## src/rtl/vlr_pkg.sv

```systemverilog
`timescale 1ns/1ps
package vlr_pkg;
  localparam int VID_W  = 10;
  localparam int PRI_W  = 5;
  localparam int FPRI_W = 8;
  localparam int WORD_W = 32;

  typedef enum logic [1:0] {
    ST_INV     = 2'd0,
    ST_PEND    = 2'd1,
    ST_ACT     = 2'd2,
    ST_ACTPEND = 2'd3
  } vlr_state_e;

  // packed MSB first: state[31:30] hw[29] grp[28] prio[27:23] eoi_req[22]
  // cpu[21:19] pid[18:10] vid[9:0]
  typedef struct packed {
    vlr_state_e       state;
    logic             hw;
    logic             grp;
    logic [PRI_W-1:0] prio;
    logic             eoi_req;
    logic [2:0]       cpu;
    logic [8:0]       pid;
    logic [VID_W-1:0] vid;
  } vlr_entry_t;

  function automatic logic [FPRI_W-1:0] full_prio(input vlr_entry_t e);
    return {e.prio, 3'b000};
  endfunction

  function automatic logic is_free(input vlr_entry_t e);
    return (e.state == ST_INV) && (e.hw || !e.eoi_req);
  endfunction

  function automatic logic needs_eoi(input vlr_entry_t e);
    return (e.state == ST_INV) && !e.hw && e.eoi_req;
  endfunction

  function automatic logic is_active(input vlr_entry_t e);
    return e.state[1];
  endfunction

  function automatic logic in_use(input vlr_entry_t e);
    return e.state != ST_INV;
  endfunction

  function automatic vlr_state_e retire(input vlr_state_e s);
    return vlr_state_e'({1'b0, s[0]});
  endfunction
endpackage

```

## src/rtl/vlr_entry_bank.sv

```systemverilog
`timescale 1ns/1ps
module vlr_entry_bank
  import vlr_pkg::*;
#(
  parameter int NUM_LR = 8,
  localparam int IDX_W = $clog2(NUM_LR)
) (
  input  logic                    clk,
  input  logic                    rst_n,
  input  logic                    wr_en,
  input  logic [IDX_W-1:0]        wr_idx,
  input  vlr_entry_t              wr_data,
  input  logic                    ret_en,
  input  logic [IDX_W-1:0]        ret_idx,
  output vlr_entry_t [NUM_LR-1:0] ents
);
  genvar g;
  generate
    for (g = 0; g < NUM_LR; g++) begin : g_ent
      logic wr_sel, ret_sel;
      assign wr_sel  = wr_en  && (wr_idx  == IDX_W'(g));
      assign ret_sel = ret_en && (ret_idx == IDX_W'(g));
      always_ff @(posedge clk or negedge rst_n) begin
        if (!rst_n)       ents[g] <= '0;
        else if (wr_sel)  ents[g] <= wr_data;
        else if (ret_sel) ents[g].state <= retire(ents[g].state);
      end
    end
  endgenerate

  // a retirement without a colliding write clears only the active bit
  a_r6_retire_state: assert property (@(posedge clk) disable iff (!rst_n)
    ret_en && !(wr_en && wr_idx == ret_idx)
      |=> ents[$past(ret_idx)].state == retire($past(ents[ret_idx].state)));
  // other fields untouched by a retirement
  a_r6_retire_fields: assert property (@(posedge clk) disable iff (!rst_n)
    ret_en && !(wr_en && wr_idx == ret_idx)
      |=> ents[$past(ret_idx)].vid == $past(ents[ret_idx].vid));
endmodule

```

## src/rtl/vlr_status_decode.sv

```systemverilog
`timescale 1ns/1ps
module vlr_status_decode
  import vlr_pkg::*;
#(
  parameter int NUM_LR = 8
) (
  input  vlr_entry_t [NUM_LR-1:0] ents,
  output logic [NUM_LR-1:0]       empty_vec,
  output logic [NUM_LR-1:0]       eoi_vec
);
  genvar g;
  generate
    for (g = 0; g < NUM_LR; g++) begin : g_dec
      assign empty_vec[g] = is_free(ents[g]);
      assign eoi_vec[g]   = needs_eoi(ents[g]);
    end
  endgenerate

  // an entry is never both free and awaiting maintenance
  always_comb begin
    a_r3_disjoint: assert ((empty_vec & eoi_vec) == '0 || $isunknown(ents));
  end
endmodule

```

## src/rtl/vlr_match_scan.sv

```systemverilog
`timescale 1ns/1ps
module vlr_match_scan
  import vlr_pkg::*;
#(
  parameter int NUM_LR = 8,
  parameter bit NEED_ACTIVE = 1'b1,
  localparam int IDX_W = $clog2(NUM_LR)
) (
  input  vlr_entry_t [NUM_LR-1:0] ents,
  input  logic [VID_W-1:0]        id,
  output logic                    hit,
  output logic [IDX_W-1:0]        idx
);
  logic [NUM_LR-1:0] cand;

  genvar g;
  generate
    for (g = 0; g < NUM_LR; g++) begin : g_cand
      if (NEED_ACTIVE) begin : g_act
        assign cand[g] = (ents[g].vid == id) && is_active(ents[g]);
      end else begin : g_use
        assign cand[g] = (ents[g].vid == id) && in_use(ents[g]);
      end
    end
  endgenerate

  // first match wins: scan downward so the lowest index is written last
  always_comb begin
    hit = 1'b0;
    idx = '0;
    for (int i = NUM_LR - 1; i >= 0; i--) begin
      if (cand[i]) begin
        hit = 1'b1;
        idx = IDX_W'(i);
      end
    end
  end
endmodule

```

## src/rtl/vlr_prio_select.sv

```systemverilog
`timescale 1ns/1ps
module vlr_prio_select
  import vlr_pkg::*;
#(
  parameter int NUM_LR = 8,
  localparam int IDX_W = $clog2(NUM_LR)
) (
  input  vlr_entry_t [NUM_LR-1:0] ents,
  output logic                    valid,
  output logic [IDX_W-1:0]        idx,
  output logic [VID_W-1:0]        vid,
  output logic [FPRI_W-1:0]       prio
);
  always_comb begin
    valid = 1'b0;
    idx   = '0;
    prio  = '1;
    for (int i = 0; i < NUM_LR; i++) begin
      if (ents[i].state == ST_PEND && (!valid || full_prio(ents[i]) < prio)) begin
        valid = 1'b1;
        idx   = IDX_W'(i);
        prio  = full_prio(ents[i]);
      end
    end
    vid = valid ? ents[idx].vid : '0;
    if (!valid) prio = '0;
  end
endmodule

```

## src/rtl/vlr_lookup_unit.sv

```systemverilog
`timescale 1ns/1ps
module vlr_lookup_unit
  import vlr_pkg::*;
#(
  parameter int NUM_LR = 8,
  parameter int CNT_W  = 8,
  localparam int IDX_W = $clog2(NUM_LR)
) (
  input  logic                clk,
  input  logic                rst_n,
  input  logic                wr_en,
  input  logic [IDX_W-1:0]    wr_idx,
  input  logic [WORD_W-1:0]   wr_data,
  input  logic [IDX_W-1:0]    rd_idx,
  output logic [WORD_W-1:0]   rd_data,
  input  logic                cmp_en,
  input  logic [VID_W-1:0]    cmp_id,
  output logic                cmp_hit,
  output logic [IDX_W-1:0]    cmp_idx,
  input  logic                rl_req,
  input  logic [VID_W-1:0]    rl_id,
  output logic                rl_hit,
  output logic [IDX_W-1:0]    rl_idx,
  output logic                rl_err,
  output logic [NUM_LR-1:0]   empty_vec,
  output logic [NUM_LR-1:0]   eoi_vec,
  output logic                deliv_valid,
  output logic [IDX_W-1:0]    deliv_idx,
  output logic [VID_W-1:0]    deliv_vid,
  output logic [FPRI_W-1:0]   deliv_prio,
  output logic [CNT_W-1:0]    eoi_count
);
  vlr_entry_t [NUM_LR-1:0] ents;

  // named internal events for the assertions
  logic cmp_retire, cmp_miss;
  assign cmp_retire = cmp_en && cmp_hit;
  assign cmp_miss   = cmp_en && !cmp_hit;

  vlr_entry_bank #(.NUM_LR(NUM_LR)) u_bank (
    .clk(clk), .rst_n(rst_n),
    .wr_en(wr_en), .wr_idx(wr_idx), .wr_data(vlr_entry_t'(wr_data)),
    .ret_en(cmp_retire), .ret_idx(cmp_idx),
    .ents(ents)
  );

  vlr_status_decode #(.NUM_LR(NUM_LR)) u_dec (
    .ents(ents), .empty_vec(empty_vec), .eoi_vec(eoi_vec)
  );

  vlr_match_scan #(.NUM_LR(NUM_LR), .NEED_ACTIVE(1'b1)) u_cmp_scan (
    .ents(ents), .id(cmp_id), .hit(cmp_hit), .idx(cmp_idx)
  );

  vlr_match_scan #(.NUM_LR(NUM_LR), .NEED_ACTIVE(1'b0)) u_rl_scan (
    .ents(ents), .id(rl_id), .hit(rl_hit), .idx(rl_idx)
  );

  vlr_prio_select #(.NUM_LR(NUM_LR)) u_sel (
    .ents(ents), .valid(deliv_valid), .idx(deliv_idx),
    .vid(deliv_vid), .prio(deliv_prio)
  );

  assign rl_err  = rl_req && !rl_hit;
  assign rd_data = WORD_W'(ents[rd_idx]);

  always_ff @(posedge clk or negedge rst_n) begin
    if (!rst_n)        eoi_count <= '0;
    else if (cmp_miss) eoi_count <= eoi_count + 1'b1;
  end

  // a miss advances the counter by exactly one
  a_r7_miss_count: assert property (@(posedge clk) disable iff (!rst_n)
    cmp_miss |=> eoi_count == $past(eoi_count) + 1'b1);
  // a miss with no write leaves the register bank unchanged
  a_r7_no_modify: assert property (@(posedge clk) disable iff (!rst_n)
    cmp_miss && !wr_en |=> ents == $past(ents));
  // the delivered entry is exactly pending
  a_r4_deliv_pending: assert property (@(posedge clk) disable iff (!rst_n)
    deliv_valid |-> ents[deliv_idx].state == ST_PEND);
  // a completion hit points at an active entry with the same ID
  a_r5_cmp_active: assert property (@(posedge clk) disable iff (!rst_n)
    cmp_hit |-> ents[cmp_idx].state[1] && ents[cmp_idx].vid == cmp_id);
  // re-lookup covers every entry that completion validation accepts
  a_r8_superset: assert property (@(posedge clk) disable iff (!rst_n)
    cmp_hit && rl_id == cmp_id |-> rl_hit);
  // an error is only raised on a request
  a_r8_err_req: assert property (@(posedge clk) disable iff (!rst_n)
    rl_err |-> rl_req && !rl_hit);
endmodule

```

## config.mk

```make
export PLATFORM = sky130hd
export DESIGN_NAME = vlr_lookup_unit
export DESIGN_NICKNAME = d
export VERILOG_FILES = /design/src/rtl/vlr_pkg.sv /design/src/rtl/vlr_entry_bank.sv /design/src/rtl/vlr_status_decode.sv /design/src/rtl/vlr_match_scan.sv /design/src/rtl/vlr_prio_select.sv /design/src/rtl/vlr_lookup_unit.sv
export SDC_FILE = /design/constraint.sdc
export NUM_CORES = 1
export LEC_CHECK = 0
export CORE_UTILIZATION = 56
export CTS_CLUSTER_DIAMETER = 60
export CTS_CLUSTER_SIZE = 25
export DETAILED_ROUTE_END_ITERATION = 10
export DONT_BUFFER_PORTS = 1
export PLACE_DENSITY_LB_ADDON = 0.25
export SLEW_MARGIN = 25
export SYNTH_ARGS = -nofsm -noshare
export SYNTH_HDL_FRONTEND = slang
export SYNTH_HIERARCHICAL = 1
export SYNTH_SLANG_ARGS = --single-unit
```

## constraint.sdc

```tcl
create_clock -name clk -period 18.89 [get_ports clk]
set_input_delay 1.889 -clock clk [delete_from_list [all_inputs] [get_ports clk]]
set_output_delay 1.889 -clock clk [all_outputs]
set_load 0.005 [all_outputs]
```

Word-level counts from Yosys, hierarchy flattened:

Cells that the tools add are included.

* add/sub/neg operators: 1
* multiply operators: 0
* divide/modulo/power cells: 0
* order comparisons: 9
* equal/unequal tests: 38
* shift-type cells: 0
* multiplexer cells: 77
* bitwise operators: 0
* reduce and logical (&&, ||, !) cells: 132

Operators by type and width (count)
* $bmux 32 s3: 2
* $eq 10x10->1: 16
* $mux 8: 9
* $logic_and 1x1->1: 66
* $mux 3: 20
* $lt 8x8->1: 7
* $mux 2: 18
* $mux 32: 1
* $reduce_bool 2->1: 16
* $logic_not 1->1: 25
* $mux 1: 25
* $eq 3x3->1 const B: 8
* $mux 10: 2
* $eq 2x1->1 const B: 8
* $logic_not 2->1: 8
* $logic_or 1x1->1: 15
* $eq 3x2->1 const B: 4
* $add 8x1->8 const B: 1
* $lt 3x4->1 const B: 2
* $eq 3x1->1 const B: 2
* $logic_not 3->1: 2

* flip-flop bits (word level): 264
* latch bits: 0
* bits in writable memories: 0
* ROM bits: 0
* input bits: 63
* output and inout port bits: 87
* memories: 0

Depth between registers and ports, before layout:

* depth after elaboration: 33
* gate-level depth with buffers: 71
* mapped depth without buffers: 65

Hierarchy:

Netlist, hierarchy kept.

By module, submodules not included
* vlr_entry_bank: times used 1, cells an instance 569, area each 9633.0 um^2, seq. area each 6406.1 um^2
* vlr_prio_select: times used 1, cells an instance 371, area each 2518.7 um^2, seq. area each 0.0 um^2
* vlr_lookup_unit: times used 1, cells an instance 142, area each 2432.3 um^2, seq. area each 200.2 um^2
* vlr_match_scan (u_cmp_scan): times used 1, cells an instance 158, area each 1202.4 um^2, seq. area each 0.0 um^2
* vlr_match_scan (u_rl_scan): times used 1, cells an instance 137, area each 1117.3 um^2, seq. area each 0.0 um^2
* vlr_status_decode: times used 1, cells an instance 24, area each 250.2 um^2, seq. area each 0.0 um^2

Least setup slack after synthesis:

No wires, ideal clock.

* kind: reg2out
* start point: register u_bank/ents[31] (netlist name)
* end point: output port deliv_vid[0]
* arrival: 12454 ps
* data required time: 17001 ps
* path slack: 4547 ps
* stages on the path, launching flop included: 70
* path through: dfrtp_1 > nand2b_1 > buf_4 > nor2_1 > ha_1 > o21ai_1 > nor3_1 > a21oi_2 > nor3_1 > a21oi_1 > inv_1 > ha_1 > nor3_1 > o21ai_0 > a221oi_1 > a211o_1 > or4b_4 > nand2_2 > [34 not listed] > and2_1 > clkbuf_1 > nor2_1 > a221oi_1 > ha_1 > o21ai_0 > nand2b_1 > a21oi_1 > nor2b_1 > o21a_1 > o21bai_1 > nand2b_1 > clkbuf_1 > nand2_1 > or4b_1 > buf_2 > a221oi_1 > nor4_1

* word-level cells in the longest chain between the ends: 33

Ends and longest elaborated chain
* $eq 2x1->1 (*): RTL line vlr_prio_select.sv:19 `if (ents[i].state == ST_PEND && (!valid || full_prio(ents[i]) < prio)) begin`
* $mux 8 or $mux 1 (tied branches): RTL line vlr_prio_select.sv:19
* $lt 8x8->1 or $logic_not 1->1 (tied branches): RTL line vlr_prio_select.sv:19
* $logic_or 1x1->1: RTL line vlr_prio_select.sv:19
* $logic_and 1x1->1: RTL line vlr_prio_select.sv:19
* $mux 8 or $mux 1 (tied branches): RTL line vlr_prio_select.sv:19
* $lt 8x8->1 or $logic_not 1->1 (tied branches): RTL line vlr_prio_select.sv:19
* $logic_or 1x1->1: RTL line vlr_prio_select.sv:19
* [17 not listed]
* $mux 8 or $mux 1 (tied branches): RTL line vlr_prio_select.sv:19
* $lt 8x8->1 or $logic_not 1->1 (tied branches): RTL line vlr_prio_select.sv:19
* $logic_or 1x1->1: RTL line vlr_prio_select.sv:19
* $logic_and 1x1->1: RTL line vlr_prio_select.sv:19
* $mux 3: RTL line vlr_prio_select.sv:19
* $bmux 32 s3: RTL line vlr_prio_select.sv:25 `vid = valid ? ents[idx].vid : '0;`
* $mux 10 (implied by the code): RTL line vlr_prio_select.sv:25
* $mux 10 (*): RTL line vlr_prio_select.sv:25
* end: declaration: RTL line vlr_lookup_unit.sv:29 `output logic [VID_W-1:0] deliv_vid,`

Every way passes the cells marked *; elsewhere a longest branch is shown, timed or not. The select of a mux whose other input is x is not followed.

Final worst setup path:

* start point: register u_bank/ents[31] (netlist name)
* end point: output port deliv_vid[7]

* word-level cells in the longest chain between the ends: 33

Ends and longest elaborated chain (RTL line)
* $eq 2x1->1 (*): vlr_prio_select.sv:19
* $mux 8 or $mux 1 (tied branches): vlr_prio_select.sv:19
* $lt 8x8->1 or $logic_not 1->1 (tied branches): vlr_prio_select.sv:19
* $logic_or 1x1->1: vlr_prio_select.sv:19
* $logic_and 1x1->1: vlr_prio_select.sv:19
* $mux 8 or $mux 1 (tied branches): vlr_prio_select.sv:19
* $lt 8x8->1 or $logic_not 1->1 (tied branches): vlr_prio_select.sv:19
* $logic_or 1x1->1: vlr_prio_select.sv:19
* [17 not listed]
* $mux 8 or $mux 1 (tied branches): vlr_prio_select.sv:19
* $lt 8x8->1 or $logic_not 1->1 (tied branches): vlr_prio_select.sv:19
* $logic_or 1x1->1: vlr_prio_select.sv:19
* $logic_and 1x1->1: vlr_prio_select.sv:19
* $mux 3: vlr_prio_select.sv:19
* $bmux 32 s3: vlr_prio_select.sv:25
* $mux 10 (implied by the code): vlr_prio_select.sv:25
* $mux 10 (*): vlr_prio_select.sv:25

Marked as above.

==> Implementation_results.wiki <==
{| class="wikitable"
! Metric !! Value
|-
| Maximum number of pins on one net before global-route repair || 265
|-
| Arrival time at the worst endpoint || approximately 16 ns
|-
| Starting Density || 0.574
|-
| Detail-routed via count per cell || between 6 and 7
|-
| Die W || between 150 and 200 microns
|-
| Global-route wire length before repair || a little under 80 mm
|-
| Number of design rule violations left after detail routing || 0
|-
| Top_reg_cell synth || sky130_fd_sc_hd__dfrtp_1
|-
| Count of buffers inserted at the top-level ports || 0
|-
| Final setup fails || 0
|-
| Transition time at the pin with the least slew margin || approximately 0.9 ns
|-
| Cell Rows || 63
|-
| Gpl congestion || around 1.0
|-
| Run status || completed
|-
| Post-Syn Area per Cell || 12.2 sq um
|-
| Chip height || 177 microns
|-
| Fraction of the cycle the final worst path needs || 0.933
|-
| Clock latency on the worst-skew pair || about 0.55 ns
|-
| Class of the tightest hold or removal check || flip-flop to flip-flop
|-
| Fraction of registers with async set or reset after synthesis || 1.00
|-
| Clock tree from TritonCTS || yes
|-
| Via count of the first global-routing pass || approximately 12k
|-
| Seq/Total Area, Yosys || 0.385
|-
| Clock Sink Count || roughly 260
|-
| Path type of the worst setup path || flip-flop to output pin
|-
| Mapped cell area || 17200 sq um
|-
| Starting DRC count in detailed routing || ~1.2k
|-
| Clock buffer count from CTS || 25
|-
| Final core utilization || 0.602
|-
| Global-route usage over all layers || 0.337
|-
| Gate count of the mapped netlist || approximately 1.4k
|-
| Total half-perimeter wirelength after legalization and detailed placement || around 36 mm
|-
| Design internal power || roughly 0.0014 W
|-
| Share of total power in the clock network || 0.212
|-
| Count of inserted antenna diode cells || 0
|-
| Die area || 31300 sq um
|-
| Total number of vias || 12.2k
|-
| Number of hold violations in the final report || 0
|-
| Hold-fix buffers, CTS || 0
|-
| Most frequent cells in the layout || 283 x sky130_fd_sc_hd__mux2_2, 264 x sky130_fd_sc_hd__dfrtp_1, 138 x sky130_fd_sc_hd__xnor2_1
|-
| Number of antenna violations at the first check in global routing || 0
|-
| Layout-stage area growth over the synthesis result || 4.88%
|-
| Core area || between 20000 and 30000 sq um
|-
| Setup repair after global routing missed its margin || false
|-
| Total power consumption of the routed design || 0.00244 W
|-
| Layout net count || around 1.4k
|-
| Slowest cell on the critical path || sky130_fd_sc_hd__or4_1
|-
| Endpoint type of the worst setup path || output pin
|-
| Leakage power of the design || about 7.2 nW
|-
| Relative slew slack || 0.393
|-
| Number of storage elements in the synthesis netlist || approximately 260
|-
| Length of the first detailed-routing pass in iterations || 5
|-
| Leading cell types by total area after synthesis || sky130_fd_sc_hd__dfrtp_1 39%, sky130_fd_sc_hd__mux2_2 19%, sky130_fd_sc_hd__xnor2_1 7.0%, sky130_fd_sc_hd__mux4_1 6.1%, sky130_fd_sc_hd__mux4_2 3.2%
|-
| Post-layout min period || about 18 ns
|-
| Delay contributed by the slowest stage of the critical path || approximately 0.6 ns
|-
| Maximum level of the CTS H-tree || 1
|-
| Power share of the sequential group || 0.362
|-
| Required time reported for the critical path endpoint || about 17 ns
|-
| Yosys top cell area share || 0.385
|-
| Yosys warning total || 6
|-
| Max-cap violations || 0
|-
| Post-synth EDFFs || 0
|-
| Average wire per standard cell || ~30 microns
|-
| Leading cell type in the layout, fill and taps excluded || sky130_fd_sc_hd__mux2_2
|-
| Maximum buffer depth of the clock tree || 3
|-
| I/O pin count || 150
|-
| Net Sw Frac || 0.421
|-
| Startpoint types || flip-flop
|-
| Final wirelength || 52.4 mm
|-
| Largest vdd supply drop || around 0.00008 V
|-
| Net switching power || a little over 0.001 W
|-
| CP max FO || 22
|-
| Combinational share of power || 0.426
|-
| Max Fclk || about 57 MHz
|-
| Post-DRT Antenna Nets || 0
|-
| Final setup skew || 0.0189 ns
|-
| Power density over the cells || 136 nW/um^2
|-
| Final Slew Violations || 0
|-
| Total congestion overflow after global routing || 0
|-
| Clock-pin transition on the worst setup and hold timing paths || 0.07 ns
|-
| Count of unique library cells instantiated by Yosys || between 80 and 90
|-
| Post-synth top area cell || sky130_fd_sc_hd__dfrtp_1
|-
| Total negative slack || 0 ns
|-
| Clock tree root buffer cell || sky130_fd_sc_hd__clkbuf_16
|-
| Share of post-route cells with drive strength above 1 || 0.308
|}
-- metrics by stage --
step | hold WS, ns | std cells | instance area, sq um | setup slack [ns]
2_1_floorplan | 0.450 | 1403 | 17200 | 4.55
3_3_place_gp | 0.468 | 1708 | 17100 | 2.14
3_5_place_dp | 0.476 | 1709 | 17100 | 1.56
4_1_cts | 0.494 | 1755 | 18000 | 0.927
5_1_grt | 0.508 | 1755 | 18000 | 0.0227
6_report | 0.496 | 1755 | 18000 | 1.27
-- layout make-up --
type,count,area [sq um]
multi-input cells,1024,9890
clock buffers,25,626
clock inverters,21,228
inverters,21,78.8
well taps,390,488
flip-flops and latches,264,6610
fillers,2458,11900
repair buffers,10,75.1
-- critical path: cells and delay by family (launching register included) --
kind / cells / cell delay [ns]
DFF: 1 / 0.57
and+or+nand+nor: 21 / 5.05
muxes: 3 / 0.97
AOI/OAI and AO/OA: 29 / 6.51
buffers and inverters: 2 / 0.16
adders and majority gates: 7 / 1.88
-- cells by family (layout without fill, tap and decap cells) --
group	after synthesis	count (layout)	share of synthesized area
xor gates and xnor gates	168	168	0.0880
and+or+nand+nor	295	295	0.104
muxes	356	356	0.284
other	1	3	0.000219
AOI/OAI and AO/OA	173	173	0.0747
buffers and inverters	115	77	0.0431
adders and majority gates	29	29	0.0210
DFF	264	264	0.385
-- path summary, 6_finish.rpt --
path	slack, ns	endpoint	startpoint	depth (start not counted)
worst max-delay path	1.27	deliv_vid[7]	u_bank/ents[31]	62
worst min-delay path	0.50	u_bank/ents[20]	u_bank/ents[20]	1
worst max register to register	15.90	u_bank/ents[159]	u_bank/ents[192]	8
worst min register to register	0.50	u_bank/ents[20]	u_bank/ents[20]	1
max in group asynchronous	17.43	u_bank/ents[90]	rst_n	0
min in group asynchronous	1.02	u_bank/ents[228]	rst_n	0
-- synthesized netlist by cell type, drive strengths merged (3+ instances only) --
library cell	number
and3	8
o211ai	10
and2	3
nand2	36
nand3b	3
buf	81
nand3	19
o31ai	7
xnor2	142
a211oi	7
o2111ai	3
nor2b	20
nand4b	4
dfrtp	264
mux4	64
or4b	4
a211o	4
inv	21
a221oi	24
nor2	56
mux2i	7
or2	4
a31o	4
a21oi	34
nor4bb	3
mux2	285
o311a	4
nand4	44
clkbuf	13
a31oi	3
nor3	37
o22ai	3
o21ai	36
nand2b	11
o221ai	11
or3	4
ha	28
nor3b	10
a21o	4
xor2	26
o21bai	4
nor4	23
-- power by group through the flow --
stage	clock network, W	registers [W]	logic, W
after detailed placement	0	0.000891	0.000998
after global routing	0.000547	0.000899	0.00111
final	0.000517	0.000885	0.00104
after CTS	0.000527	0.000880	0.00100
after global placement	0	0.000884	0.000981
after floorplan	0	0.000805	0.000806
-- flip-flops by register name, indices dropped and copies added (netlist names) --
register and count:
eoi_count 8, u_bank/ents 256
-- metal layers --
layer | share of wire | global-route usage
met4 | 0.031 | 0.0981
met3 | 0.10 | 0.0793
met1 | 0.42 | 0.473
met5 | 0 | 0
met2 | 0.45 | 0.520
-- timing repair --
item | CTS | global route
setup endpoints to repair | 0 | 10
buffers inserted | 0 | 0
gates resized for setup | 0 | 2
Note: power is estimated with default switching activity, not from simulation.
